===== src/rtl/rst_req_pkg.sv =====
package rst_req_pkg;

  typedef enum logic [1:0] {
    RT_NONE   = 2'b00,
    RT_INTAPP = 2'b01,
    RT_APP    = 2'b10,
    RT_DBG    = 2'b11
  } rstTypeT;

  localparam int NUM_SRC = 7;

  // strobes from control to datapath
  typedef struct packed {
    logic accept;   // take the widest pending request
    logic countEn;  // counter phase running
    logic active;   // reset sequence in progress
  } ctrlStrbT;

endpackage


===== src/rtl/rst_req_dp.sv =====
module rst_req_dp
  import rst_req_pkg::*;
#(
  parameter int CNT_W       = 8,
  parameter int RELOAD_MIN  = 4,
  parameter int SYNC_STAGES = 2
) (
  input  logic                        clk,
  input  logic                        rstN,
  input  logic [NUM_SRC-1:0]          reqVec,
  input  logic [NUM_SRC-1:0][1:0]     srcType,
  input  logic                        reloadWe,
  input  logic [CNT_W-1:0]            reloadVal,
  input  logic                        statusClr,
  input  logic                        pinIn,
  input  ctrlStrbT                    strb,
  output logic                        anyReq,
  output logic                        cntZero,
  output logic                        pinHigh,
  output logic                        rstIntApp,
  output logic                        rstApp,
  output logic                        rstDbg,
  output logic [NUM_SRC-1:0]          lastSrc
);

  localparam logic [CNT_W-1:0] RELOAD_FLOOR = CNT_W'(RELOAD_MIN);

  logic [NUM_SRC-1:0][1:0] maskedType;
  logic [NUM_SRC-1:0]      reqMask;
  rstTypeT                 reqType;
  rstTypeT                 typeReg;
  logic [CNT_W-1:0]        reloadReg;
  logic [CNT_W-1:0]        cnt;
  logic [SYNC_STAGES-1:0]  syncQ;

  // per-source qualification
  for (genvar g = 0; g < NUM_SRC; g++) begin : gSrc
    assign maskedType[g] = reqVec[g] ? srcType[g] : 2'b00;
    assign reqMask[g]    = reqVec[g] && (srcType[g] != 2'b00);
  end

  // widest kind among simultaneous requests
  always_comb begin
    reqType = RT_NONE;
    for (int i = 0; i < NUM_SRC; i++) begin
      if (maskedType[i] > reqType) reqType = rstTypeT'(maskedType[i]);
    end
  end

  assign anyReq = (reqType != RT_NONE);

  // reload register with floor clamp
  always_ff @(posedge clk or negedge rstN) begin
    if (!rstN) reloadReg <= RELOAD_FLOOR;
    else if (reloadWe) reloadReg <= (reloadVal < RELOAD_FLOOR) ? RELOAD_FLOOR : reloadVal;
  end

  // reset counter
  always_ff @(posedge clk or negedge rstN) begin
    if (!rstN) cnt <= '0;
    else if (strb.accept) cnt <= reloadReg;
    else if (strb.countEn && cnt != '0) cnt <= cnt - 1'b1;
  end

  assign cntZero = (cnt == '0);

  // applied reset kind
  always_ff @(posedge clk or negedge rstN) begin
    if (!rstN) typeReg <= RT_NONE;
    else if (strb.accept) typeReg <= reqType;
  end

  assign rstIntApp = strb.active && (typeReg != RT_NONE);
  assign rstApp    = strb.active && (typeReg == RT_APP || typeReg == RT_DBG);
  assign rstDbg    = strb.active && (typeReg == RT_DBG);

  // source status, acceptance wins over clear
  always_ff @(posedge clk or negedge rstN) begin
    if (!rstN) lastSrc <= '0;
    else if (strb.accept) lastSrc <= reqMask;
    else if (statusClr) lastSrc <= '0;
  end

  // pin level synchroniser
  always_ff @(posedge clk or negedge rstN) begin
    if (!rstN) syncQ <= '1;
    else syncQ <= {syncQ[SYNC_STAGES-2:0], pinIn};
  end

  assign pinHigh = syncQ[SYNC_STAGES-1];

  a_r5_type_frozen: assert property (@(posedge clk) disable iff (!rstN)
    strb.active |=> $stable(typeReg));

  a_r5_status_frozen: assert property (@(posedge clk) disable iff (!rstN)
    (strb.active && !statusClr) |=> $stable(lastSrc));

  a_r7_reload_floor: assert property (@(posedge clk) disable iff (!rstN)
    reloadWe |=> (reloadReg >= RELOAD_FLOOR));

  a_r6_count_down: assert property (@(posedge clk) disable iff (!rstN)
    (strb.countEn && !strb.accept && cnt != '0) |=> (cnt == $past(cnt) - 1'b1));

endmodule


===== src/rtl/rst_req_fsm.sv =====
module rst_req_fsm
  import rst_req_pkg::*;
(
  input  logic     clk,
  input  logic     rstN,
  input  logic     anyReq,
  input  logic     cntZero,
  input  logic     pinHigh,
  input  logic     pinOutEn,
  output ctrlStrbT strb,
  output logic     busy,
  output logic     pinDrive
);

  typedef enum logic [1:0] {ST_IDLE, ST_CNT, ST_EXT} stateT;

  stateT state, stateNxt;

  always_comb begin
    stateNxt = state;
    case (state)
      ST_IDLE: if (anyReq) stateNxt = ST_CNT;
      ST_CNT:  if (cntZero) stateNxt = pinOutEn ? ST_EXT : ST_IDLE;
      ST_EXT:  if (pinHigh) stateNxt = ST_IDLE;
      default: stateNxt = ST_IDLE;
    endcase
  end

  always_ff @(posedge clk or negedge rstN) begin
    if (!rstN) state <= ST_IDLE;
    else state <= stateNxt;
  end

  assign strb.accept  = (state == ST_IDLE) && anyReq;
  assign strb.countEn = (state == ST_CNT);
  assign strb.active  = (state != ST_IDLE);
  assign busy         = strb.active;
  assign pinDrive     = (state == ST_CNT) && pinOutEn;

  a_r9_hold_low: assert property (@(posedge clk) disable iff (!rstN)
    (state == ST_EXT && !pinHigh) |=> busy);

  a_r6_count_stays: assert property (@(posedge clk) disable iff (!rstN)
    (state == ST_CNT && !cntZero) |=> (state == ST_CNT));

  a_r5_no_reaccept: assert property (@(posedge clk) disable iff (!rstN)
    (busy && anyReq && !cntZero) |=> busy);

endmodule


===== src/rtl/rst_req_ctrl.sv =====
module rst_req_ctrl
  import rst_req_pkg::*;
#(
  parameter int CNT_W      = 8,
  parameter int RELOAD_MIN = 4
) (
  input  logic             clk,
  input  logic             rstN,
  input  logic             swReq,
  input  logic [1:0]       swType,
  input  logic             wdtOvf,
  input  logic [1:0]       wdtType,
  input  logic             cpuSrst,
  input  logic [1:0]       cpuType,
  input  logic             parErr,
  input  logic [1:0]       parType,
  input  logic             dbgRstFn,
  input  logic             dbgCtl1,
  input  logic             dbgCtl2,
  input  logic             dbgCtl3,
  input  logic             reloadWe,
  input  logic [CNT_W-1:0] reloadVal,
  input  logic             statusClr,
  input  logic             pinOutEn,
  input  logic             pinIn,
  output logic             rstIntApp,
  output logic             rstApp,
  output logic             rstDbg,
  output logic             pinDrive,
  output logic             busy,
  output logic [6:0]       lastSrc
);

  logic [NUM_SRC-1:0]      reqVec;
  logic [NUM_SRC-1:0][1:0] srcType;
  ctrlStrbT                strb;
  logic                    anyReq, cntZero, pinHigh;

  assign reqVec  = {dbgCtl3, dbgCtl2, dbgRstFn | (dbgCtl1 & dbgCtl3),
                    parErr, cpuSrst, wdtOvf, swReq};
  assign srcType = {RT_APP, RT_INTAPP, RT_DBG, parType, cpuType, wdtType, swType};

  rst_req_dp #(
    .CNT_W(CNT_W), .RELOAD_MIN(RELOAD_MIN), .SYNC_STAGES(2)
  ) dp_i (
    .clk(clk), .rstN(rstN), .reqVec(reqVec), .srcType(srcType),
    .reloadWe(reloadWe), .reloadVal(reloadVal), .statusClr(statusClr),
    .pinIn(pinIn), .strb(strb), .anyReq(anyReq), .cntZero(cntZero),
    .pinHigh(pinHigh), .rstIntApp(rstIntApp), .rstApp(rstApp),
    .rstDbg(rstDbg), .lastSrc(lastSrc)
  );

  rst_req_fsm fsm_i (
    .clk(clk), .rstN(rstN), .anyReq(anyReq), .cntZero(cntZero),
    .pinHigh(pinHigh), .pinOutEn(pinOutEn), .strb(strb),
    .busy(busy), .pinDrive(pinDrive)
  );

endmodule


===== config.mk =====
export PLATFORM = sky130hd
export DESIGN_NAME = rst_req_ctrl
export DESIGN_NICKNAME = d
export VERILOG_FILES = /design/src/rtl/rst_req_pkg.sv /design/src/rtl/rst_req_dp.sv /design/src/rtl/rst_req_fsm.sv /design/src/rtl/rst_req_ctrl.sv
export SDC_FILE = /design/constraint.sdc
export NUM_CORES = 1
export LEC_CHECK = 0
export ABC_AREA = 1
export BUFFER_PORTS_ARGS = -buffer_cell sky130_fd_sc_hd__clkbuf_2
export CAP_MARGIN = 10
export CORE_ASPECT_RATIO = 1.75
export CORE_UTILIZATION = 30
export DETAILED_ROUTE_END_ITERATION = 7
export HOLD_SLACK_MARGIN = 0.08
export PLACE_DENSITY = 0.49
export SKIP_LAST_GASP = 1
export SLEW_MARGIN = 20
export SYNTH_ARGS = -nofsm -noshare
export SYNTH_HDL_FRONTEND = slang
export SYNTH_SLANG_ARGS = --single-unit

===== constraint.sdc =====
create_clock -name clk -period 2.3 [get_ports clk]
set_input_delay 0.69 -clock clk [delete_from_list [all_inputs] [get_ports clk]]
set_output_delay 0.69 -clock clk [all_outputs]
set_load 0.02 [all_outputs]

==> results of run 1 <==
==> worst register-to-register path: cells and delay by family (launching register included) <==
kind,cells,cell delay [ns]
buffers and inverters,2,0.23
XOR/XNOR,1,0.15
AO/OA/AOI/OAI,1,0.05
flip-flops,1,0.42
AND/OR/NAND/NOR,4,0.80
==> cells in the mapped netlist (2+ instances only) <==
| cell type | number |
|---|---|
| dfstp_2 | 3 |
| nand3_2 | 3 |
| or3_1 | 2 |
| clkbuf_1 | 2 |
| dfrtp_1 | 26 |
| o21ai_1 | 5 |
| nand2_2 | 8 |
| ha_1 | 14 |
| o21ai_0 | 9 |
| xnor2_1 | 4 |
| nor4_1 | 2 |
| nor3_1 | 2 |
| nand3_1 | 28 |
| a21oi_1 | 2 |
| nand2_1 | 50 |
| nor2_1 | 11 |
| o21ai_2 | 5 |
| xor2_1 | 3 |
| inv_1 | 30 |
==> path summary, 6_finish.rpt <==
path	from	slack, ns	endpoint	cells past startpoint
setup / recovery	wdtOvf	-1.90	dp_i.lastSrc[5]$_DFFE_PN0P_	32
hold / removal	dp_i.syncQ[0]$_DFF_PN1_	0.36	dp_i.syncQ[1]$_DFF_PN1_	0
setup reg to reg	dp_i.cnt[4]$_DFFE_PN0P_	0.54	dp_i.cnt[0]$_DFFE_PN0P_	8
hold reg to reg	dp_i.syncQ[0]$_DFF_PN1_	0.36	dp_i.syncQ[1]$_DFF_PN1_	0
max in group asynchronous	rstN	1.37	dp_i.cnt[7]$_DFFE_PN0P_	1
min in group asynchronous	rstN	0.46	dp_i.reloadReg[4]$_DFFE_PN0P_	1
==> report_power, final <==
group / internal, uW / leakage [uW] / switching (uW)
registers: 527 / 0.000352 / 7.20
clock network: 353 / 0.0000585 / 194
logic: 187 / 0.000949 / 180
==> flip-flops by register name, summed over array words and instances, names as in the netlist <==
register and flops:
dp_i.typeReg 2, dp_i.reloadReg 8, fsm_i.state 2, dp_i.cnt 8
dp_i.lastSrc 7, dp_i.syncQ 2
==> layer usage <==
metal	part of all wire (%)	vias to the layer above	global-route usage, %
met4	2.0	0	6.67
met3	2.2	5	2.41
met1	33	826	15.5
met5	0	-	0
li1	-	888	-
met2	62	23	29.7
==> area by class of cell <==
type,instances,area [um^2]
Clock buffer,7,86.3
Clock inverter,1,30.0
Fill cell,604,3170
Inverter,31,119
Multi-Input combinational cell,166,1270
Sequential cell,29,729
Tap cell,78,97.6
Timing Repair Buffer,70,468
==> kinds of logic (layout without fill, tap and decap cells) <==
| family | after synthesis | count (layout) |
|---|---|---|
| AOI/OAI and AO/OA | 27 | 27 |
| xor gates and xnor gates | 7 | 7 |
| adders and majority gates | 14 | 14 |
| buffers and inverters | 37 | 109 |
| DFF | 29 | 29 |
| muxes | 1 | 1 |
| and+or+nand+nor | 113 | 117 |
==> stage by stage <==
| step | total power (uW) | TNS (ns) | util, % |
|---|---|---|---|
| 2_1_floorplan | 687 | -34.55 | - |
| 3_3_place_gp | 816 | -41.84 | 40.6 |
| 3_5_place_dp | 819 | -42.10 | 40.6 |
| 4_1_cts | 1410 | -35.19 | 44.7 |
| 5_1_grt | 1530 | -38.85 | 46.9 |
| 6_report | 1450 | -35.23 | 46.9 |
==> timing repair <==
item,in CTS,in global routing
gates cloned,3,1
buffers inserted,2,2
hold endpoints to repair,0,0
endpoints found under the setup margin,19,19
pin swaps,5,28
resized for setup,16,24
==> results.md, run 1 <==
- Mapped Avg Cell Area: 8.25 um^2
- DRC viols: 0
- Hold-fix buffers, CTS: 0
- Worst EP arrival: 4.36 ns
- Synth Warn #: 0
- DR vias: 1,742
- Largest family of logic cells by synthesized area: simple AND/OR/NAND/NOR gates
- Die Area: 0.00661 mm^2
- Mux share of post-synthesis cell area: 0.598%
- Final slew viol count: 0
- Synthesized cell area: 0.00188 mm^2
- Pre-CTS WS: -2.28 ns
- Root Buffer: clkbuf_8
- DRT antenna net count: 0
- TritonRoute pass-1 iters: 4
- Pwr per Cell Area: 517 mW/mm^2
- Async set-or-reset flop fraction in the synthesized netlist: 100%
- Vias in the first global route: 1,698
- Slowest cell delay on critical path: 0.36 ns
- Fraction of layout cells with a size suffix above 1: 47.7%
- Global placement routability congestion: 0.731
- Xor and xnor area share after synthesis: 3.26%
- Die Ht: 107 um
- Routed length per instance: 12.0 um
- Post-synthesis net count: 272
- Final non-filler cell total: 382
- Register area share after synthesis: 38.8%
- Synth-to-layout area growth: 48.9%
- CP Launch Type: primary input
- Lkg Pwr: 0.00136 uW
- Slowest library cell on the worst path: or3_4
- Period utilization: 183%
- Required time of the critical path: 2.46 ns
- # placed instances: 366
- Most used DFF post-synth: dfrtp_1
- Final hold vios: 0
- CTS tree: done
- Hold Slack: 0.358 ns
- Post-synth cell types: 38
- Most frequent cells in the layout: nand2_1, clkbuf_2, buf_4
- Crit end category: flop
- Maximum vdd drop: 0.000314 V
- Post-placement cell area: 0.00242 mm^2
- Clock buffer depth: 2
- GRT Resource Usage Total: 15.6%
- Final Skew: 0.00306 ns
- Unrepaired setup endpoints after global routing: yes
- Core Area: 0.00597 mm^2
- Row Count: 37
- Total CTS buffers: 5
- Setup violators final: 19
- Seq cells post-synth: 29
- Slew HR: 51.0%
- Post-Synth Simple-Gate Area: 29.3%
- PortBufs: 41
- Type of the worst min-delay path: flop to flop
- H-Tree Depth: 2
- Adder and majority gate portion of the synthesized area: 9.31%
- Detailed placer's ending HPWL: 3.36 mm
- Clock latency on the worst-skew pair: 0.28 ns
- Outcome: complete, but fails checks
- Final WS setup: -1.90 ns
- Mapped Cells: 228
- Clock sinks: 29
- CP delay by family, top: simple AND/OR/NAND/NOR gates
- Largest area contributor in the netlist: dfrtp_1
- Post-synthesis compound-gate area fraction: 9.31%
- Antenna violations before repair: 0
- First-pass GRT wire length: 7.48 mm
- First DRT Iteration DRCs: 28
- Post-synth EDFFs: 0
- Worst-Margin Slew: 0.735 ns
- Starting Density: 31.5%
- Largest net degree at the start of global routing: 30
- Share of the synthesized area in the top cell type: 34.6%
- Maxcap violations: 0
- GR Overflow Total: 0
- Area contributors post-synth: dfrtp_1, nand2_1, ha_1
- Final net count: 347
- Commonest non-fill, non-tap cell in the layout: nand2_1
- Design area: 0.00280 mm^2
- Clock-pin slew on the worst setup and hold paths: 0.06 ns
- Crit-path max FO: 8
- F_max: 238 MHz
- WP buf/inv: 5
- Violated checks: negative setup slack
- Setup CP Type: primary input to flop
- CP dominant cell by count: nand2_2
- Die width: 61.9 um
- Boundary pin count: 42
- Antenna diodes: 0
- Post-Route WL: 4.59 mm
- Routed vias/inst: 4.56
- Fin crit period: 4.20 ns
(Power assumes the default switching activity.)
==> run 2, diff against run 1 <==
CELL_PAD_IN_SITES_DETAIL_PLACEMENT = 1   (was unset)
CELL_PAD_IN_SITES_GLOBAL_PLACEMENT = 1   (was unset)
PLACE_DENSITY = 0.63   (was 0.49)
==> run 2 against run 1 <==
Net effect:
- the flow still finishes with violations (negative setup slack)
- maximum frequency decreased by 0.59%
- worst hold slack got worse by 0.0018 ns
- register-to-register slack lost 0.10 ns
- final cell count rose by 2.4%
- via count up 4.7%
- count of clock-buffer cells in the layout is 2 lower
- power decreased by 5.2%
- first-iteration DRC count shrank 14%
- die area did not move
- critical path type unchanged
- largest power group is now sequential cells
==> results.md, run 2 (synthesized netlist as in run 1, its figures left out) <==
- DRC viols: 0
- Boundary pin count: 42
- Maximum vdd drop: 0.000283 V
- GRT busiest layer: met2
- Post-placement cell area: 0.00250 mm^2
- CP dominant cell by count: nand2_2
- Slowest cell delay on critical path: 0.36 ns
- Post-Route WL: 5.48 mm
- Pre-CTS WS: -2.36 ns
- Setup CP Type: primary input to flop
- Design area: 0.00296 mm^2
- Final slew viol count: 0
- Global placement routability congestion: 0.703
- Clock latency on the worst-skew pair: 0.29 ns
- Largest registers: dp_i.cnt: 8 flops, dp_i.reloadReg: 8 flops, dp_i.lastSrc: 7 flops
- Routed vias/inst: 4.66
- Reg-to-Reg End: dp_i.cnt[0]$_DFFE_PN0P_
- Hold-fix buffers, CTS: 0
- Period utilization: 184%
- Reg2Reg Setup Slack: 0.44 ns
- Vias in the first global route: 2,050
- First DRT Iteration DRCs: 24
- Fraction of layout cells with a size suffix above 1: 53.7%
- Final hold vios: 0
- Unrepaired setup endpoints after global routing: yes
- F_max: 237 MHz
- Largest net degree at the start of global routing: 30
- Core Area: 0.00597 mm^2
- Antenna diodes: 0
- Slew HR: 50.2%
- Required time of the critical path: 2.53 ns
- Clock-pin slew on the worst setup and hold paths: 0.07 ns
- Met1 usage: 16.7%
- Routed length per instance: 14.0 um
- Worst r2r src: dp_i.cnt[4]$_DFFE_PN0P_
- Clock sinks: 29
- DR vias: 1,824
- Maxcap violations: 0
- Worst EP arrival: 4.45 ns
- Clock buffer depth: 2
- Die width: 61.9 um
- Worst Min Path Start: dp_i.syncQ[0]$_DFF_PN1_
- Final Skew: 0.00245 ns
- Root Buffer: clkbuf_8
- CP delay by family, top: simple AND/OR/NAND/NOR gates
- Routing usage on met2: 36.9%
- Final Total Pwr: 1370 uW
- PortBufs: 41
- GRT Resource Usage Total: 19.0%
- Final net count: 356
- Crit end category: flop
- First-pass GRT wire length: 8.98 mm
- Setup violators final: 19
- Detailed placer's ending HPWL: 4.06 mm
- Pwr per Cell Area: 464 mW/mm^2
- Starting Density: 31.5%
- Setup_tns: -35.28 ns
- Final WS setup: -1.92 ns
- Violated checks: negative setup slack
- H-Tree Depth: 2
- Hold Path Depth: 0
- Lkg Pwr: 0.00143 uW
- Fill cells: 708
- Total CTS buffers: 5
- Outcome: complete, but fails checks
- Fin util: 49.6%
- Die Area: 0.00661 mm^2
- WP buf/inv: 6
- Commonest non-fill, non-tap cell in the layout: clkbuf_2
- Crit path depth: 34
- Hold EP: dp_i.syncQ[1]$_DFF_PN1_
- Most frequent cells in the layout: clkbuf_2, nand2_1, buf_4
- Antenna violations before repair: 0
- Type of the worst min-delay path: flop to flop
- Worst R2R Path Depth: 8
- DRT antenna net count: 0
- TritonRoute pass-1 iters: 4
- M3 GR Usage: 4.22%
- Crit-path max FO: 5
- CTS tree: done
- Die Ht: 107 um
- Synth-to-layout area growth: 57.4%
- Worst-Margin Slew: 0.747 ns
- Fin crit period: 4.22 ns
- Slowest library cell on the worst path: or3_4
- CP Launch Type: primary input
- Row Count: 37
- GR Overflow Total: 0
run 2: changes by cell type in the layout (fill, tap and decap cells not counted), moves of 2 or more:
| cell | before | now |
|---|---|---|
| buf_4 | 28 | 33 |
| o21ai_1 | 4 | 1 |
| nand2_8 | 5 | 3 |
| clkinvlp_4 | 0 | 3 |
| nand3_1 | 16 | 12 |
| nand2_1 | 39 | 34 |
| nand2_2 | 14 | 16 |
| buf_6 | 2 | 5 |
| o21ai_2 | 6 | 9 |
| buf_12 | 1 | 3 |
| nand3_4 | 1 | 4 |
| nand2_4 | 6 | 8 |
run 2: final cells by class:
type                    count  area, um^2  area share [%]
repair buffers             82         612            20.7
well taps                  78        97.6            3.30
flip-flops and latches     29         729            24.6
clock inverters             3        22.5           0.760
inverters                  31         119            4.01
clock buffers               5        68.8            2.32
multi-input cells         163        1310            44.3
run 2: how the worst max path moves through the flow:
stage / start / to / slack (ns)
finish: wdtOvf / dp_i.cnt[2]$_DFFE_PN0P_ / -1.92
global route: wdtOvf / dp_i.cnt[2]$_DFFE_PN0P_ / -2.10
CTS: wdtType[1] / dp_i.cnt[3]$_DFFE_PN0P_ / -1.92
detailed placement: wdtOvf / dp_i.lastSrc[4]$_DFFE_PN0P_ / -2.36
global placement: wdtOvf / dp_i.cnt[6]$_DFFE_PN0P_ / -2.16
floorplan: wdtType[1] / dp_i.cnt[3]$_DFFE_PN0P_ / -1.87
run 2: report_power, final:
| part | leakage, uW | total [uW] | internal (uW) | switching [uW] |
|---|---|---|---|---|
| registers | 0.000352 | 533 | 527 | 6.00 |
| logic | 0.00105 | 402 | 203 | 199 |
| clock network | 0.0000364 | 438 | 212 | 226 |
| total | 0.00143 | 1370 | 942 | 431 |
run 2: what timing repair did:
item / CTS / global route
setup endpoints to repair: 19 / 19
resized for setup: 25 / 35
setup buffers: 7 / 3
pin swaps: 16 / 21
gates cloned: 2 / 0
hold endpoints to repair: 0 / 0
run 2: metal layers:
metal	part of all wire (%)	vias to the layer above
li1	-	904
met1	30	877
met3	3.3	11
met2	64	32
met5	0	-
met4	3.2	0
run 2: through the flow:
step                      hold slack, ns  std cells
after floorplan                    0.345        228
after global placement             0.346        372
after detailed placement           0.347        372
after CTS                          0.358        389
after global routing               0.368        391
final                              0.357        391
==> run 3, diff against run 2 <==
--- a/config.mk
+++ b/config.mk
@@ -16,3 +16,3 @@
 export HOLD_SLACK_MARGIN = 0.08
-export PLACE_DENSITY = 0.63
+export PLACE_DENSITY = 0.65
 export SKIP_LAST_GASP = 1
==> constraint.sdc (replaced) <==
create_clock -name clk -period 3.8 [get_ports clk]
set_input_delay 0.57 -clock clk [delete_from_list [all_inputs] [get_ports clk]]
set_output_delay 0.57 -clock clk [all_outputs]
set_load 0.02 [all_outputs]
==> run 3 against run 2 <==
Net effect:
- critical endpoint is now dp_i.cnt[7]$_DFFE_PN0P_
- largest power group unchanged
- non-clock buffer count fell by 14
- sequential power fell by 39%
- the flow still finishes with violations (negative setup slack)
- global-route usage fell by 0.56 points
- clock skew rose by 0.0035 ns
- power fell by 42%
- register-to-register slack improved by 1.3 ns
- via count fell by 2.0%
- sequential cell count did not move
==> results.md, run 3 (synthesized netlist as in run 1, its figures left out) <==
- Outcome: complete, but fails checks
- Violated checks: negative setup slack
- Hold-fix buffers, CTS: 0
- Unrepaired setup endpoints after global routing: yes
- Vias in the first global route: 1,969
- Required time of the critical path: 3.98 ns
- Maxcap violations: 0
- Die Area: 0.00661 mm^2
- Lkg Pwr: 0.00133 uW
- Final Total Pwr: 791 uW
- DRT antenna net count: 0
- Maximum vdd drop: 0.000155 V
- Clock latency on the worst-skew pair: 0.30 ns
- Most frequent cells in the layout: nand2_1, clkbuf_2, inv_1, dfrtp_1, buf_4
- F_max: 252 MHz
- Hold Slack: 0.327 ns
- DR vias: 1,787
- Register area: 729 um^2
- Synth-to-layout area growth: 43.8%
- Final WS setup: -0.169 ns
- GRT Resource Usage Total: 18.4%
- Routed vias/inst: 4.73
- Antenna violations before repair: 0
- Slew HR: 49.0%
- Clock sinks: 29
- Row Count: 37
- Design area: 0.00271 mm^2
- TritonRoute pass-1 iters: 3
- Setup CP Type: primary input to flop
- Worst-Margin Slew: 0.766 ns
- Pwr per Cell Area: 292 mW/mm^2
- Period utilization: 104%
- CP Launch Type: primary input
- Fraction of layout cells with a size suffix above 1: 47.0%
- Total CTS buffers: 5
- Starting Density: 31.5%
- Die Ht: 107 um
- GR Overflow Total: 0
- Boundary pin count: 42
- Antenna diodes: 0
- CP dominant cell by count: nand2_2
- Largest registers: dp_i.cnt: 8 flops, dp_i.reloadReg: 8 flops, dp_i.lastSrc: 7 flops
- Detailed placer's ending HPWL: 3.80 mm
- Final slew viol count: 0
- Worst EP arrival: 4.15 ns
- Type of the worst min-delay path: primary input to asynchronous set/reset pin
- Clock-pin slew on the worst setup and hold paths: 0.07 ns
- Die width: 61.9 um
- Setup violators final: 19
- Clock buffer depth: 2
- Largest net degree at the start of global routing: 30
- Fin crit period: 3.97 ns
- H-Tree Depth: 2
- Area occupied by multi-input gates: 0.00121 mm^2
- Crit-path max FO: 7
- Core Area: 0.00597 mm^2
- Post-Route WL: 5.10 mm
- Slowest cell delay on critical path: 0.35 ns
- Final Skew: 0.00592 ns
- Final non-filler cell total: 378
- First DRT Iteration DRCs: 40
- Fill cells: 712
- Crit end category: flop
- Global placement routability congestion: 0.687
- Slowest library cell on the worst path: or3_4
- DRC viols: 0
- Commonest non-fill, non-tap cell in the layout: nand2_1
- Final hold vios: 0
- # placed instances: 361
- PortBufs: 41
- First-pass GRT wire length: 8.70 mm
- CTS tree: done
- Root Buffer: clkbuf_8
- Post-placement cell area: 0.00241 mm^2
- Final net count: 343
- Routed length per instance: 13.5 um
-- run 3: changes by cell type in the layout (fill, tap and decap cells not counted), moves of 3 or more --
cell / change
buf_4: -10
nand2_1: +7
clkinvlp_4: -3
nand2_4: -3
nand3_1: +3
o21ai_1: +3
-- run 3: through the flow --
step | utilization, % | setup WS (ns) | setup TNS, ns
final | 45.3 | -0.169 | -2.29
after global routing | 45.3 | -0.402 | -6.97
after CTS | 44.2 | -0.300 | -4.83
after detailed placement | 40.4 | -0.708 | -12.08
after global placement | 40.4 | -0.593 | -9.95
after floorplan | - | -0.253 | -3.77
-- run 3: timing repair --
| item | 4_1_cts | 5_1_grt |
|---|---|---|
| hold endpoints to repair | 0 | 0 |
| resized for setup | 18 | 17 |
| cloned | 2 | 0 |
| setup buffers | 5 | 2 |
| endpoints found under the setup margin | 19 | 19 |
| pin swaps | 15 | 24 |
-- run 3: power breakdown --
part	internal, uW	total (uW)	switching, uW
combinational	109	211	102
clock	127	257	130
sequential	319	324	4.44
total	555	791	236
-- run 3: critical path, delay by kind of cell --
family                   cells  cell delay (ns)
AND/OR/NAND/NOR             20             1.72
buffers and inverters        6             0.41
AO/OA/AOI/OAI                3             0.29
adder cells (fa/ha/maj)      5             1.14
-- run 3: final timing paths --
kind / start / endpoint / slack [ns] / cells after the start
max in group asynchronous: rstN / dp_i.lastSrc[0]$_DFFE_PN0P_ / 2.97 / 1
setup reg to reg: dp_i.cnt[4]$_DFFE_PN0P_ / dp_i.cnt[3]$_DFFE_PN0P_ / 1.77 / 8
setup / recovery: wdtOvf / dp_i.cnt[7]$_DFFE_PN0P_ / -0.17 / 34
min in group clk: dp_i.syncQ[0]$_DFF_PN1_ / dp_i.syncQ[1]$_DFF_PN1_ / 0.36 / 0
hold / removal: rstN / dp_i.reloadReg[0]$_DFFE_PN0P_ / 0.33 / 1
hold reg to reg: dp_i.syncQ[0]$_DFF_PN1_ / dp_i.syncQ[1]$_DFF_PN1_ / 0.36 / 0
-- run 3: cell type report --
cell class	instances	share of cell area [%]
clock buffer	6	2.68
multi-input combinational	164	44.8
tap	78	3.61
clock inverter	2	0.370
sequential	29	27.0
timing repair buffer	68	17.2
inverter	31	4.39
-- run 3: routing by layer --
layer | routed length, um | global-route usage, %
met5 | 0 | 0
met4 | 181 | 10.0
met3 | 161 | 3.86
met2 | 3080 | 34.0
met1 | 1680 | 17.6
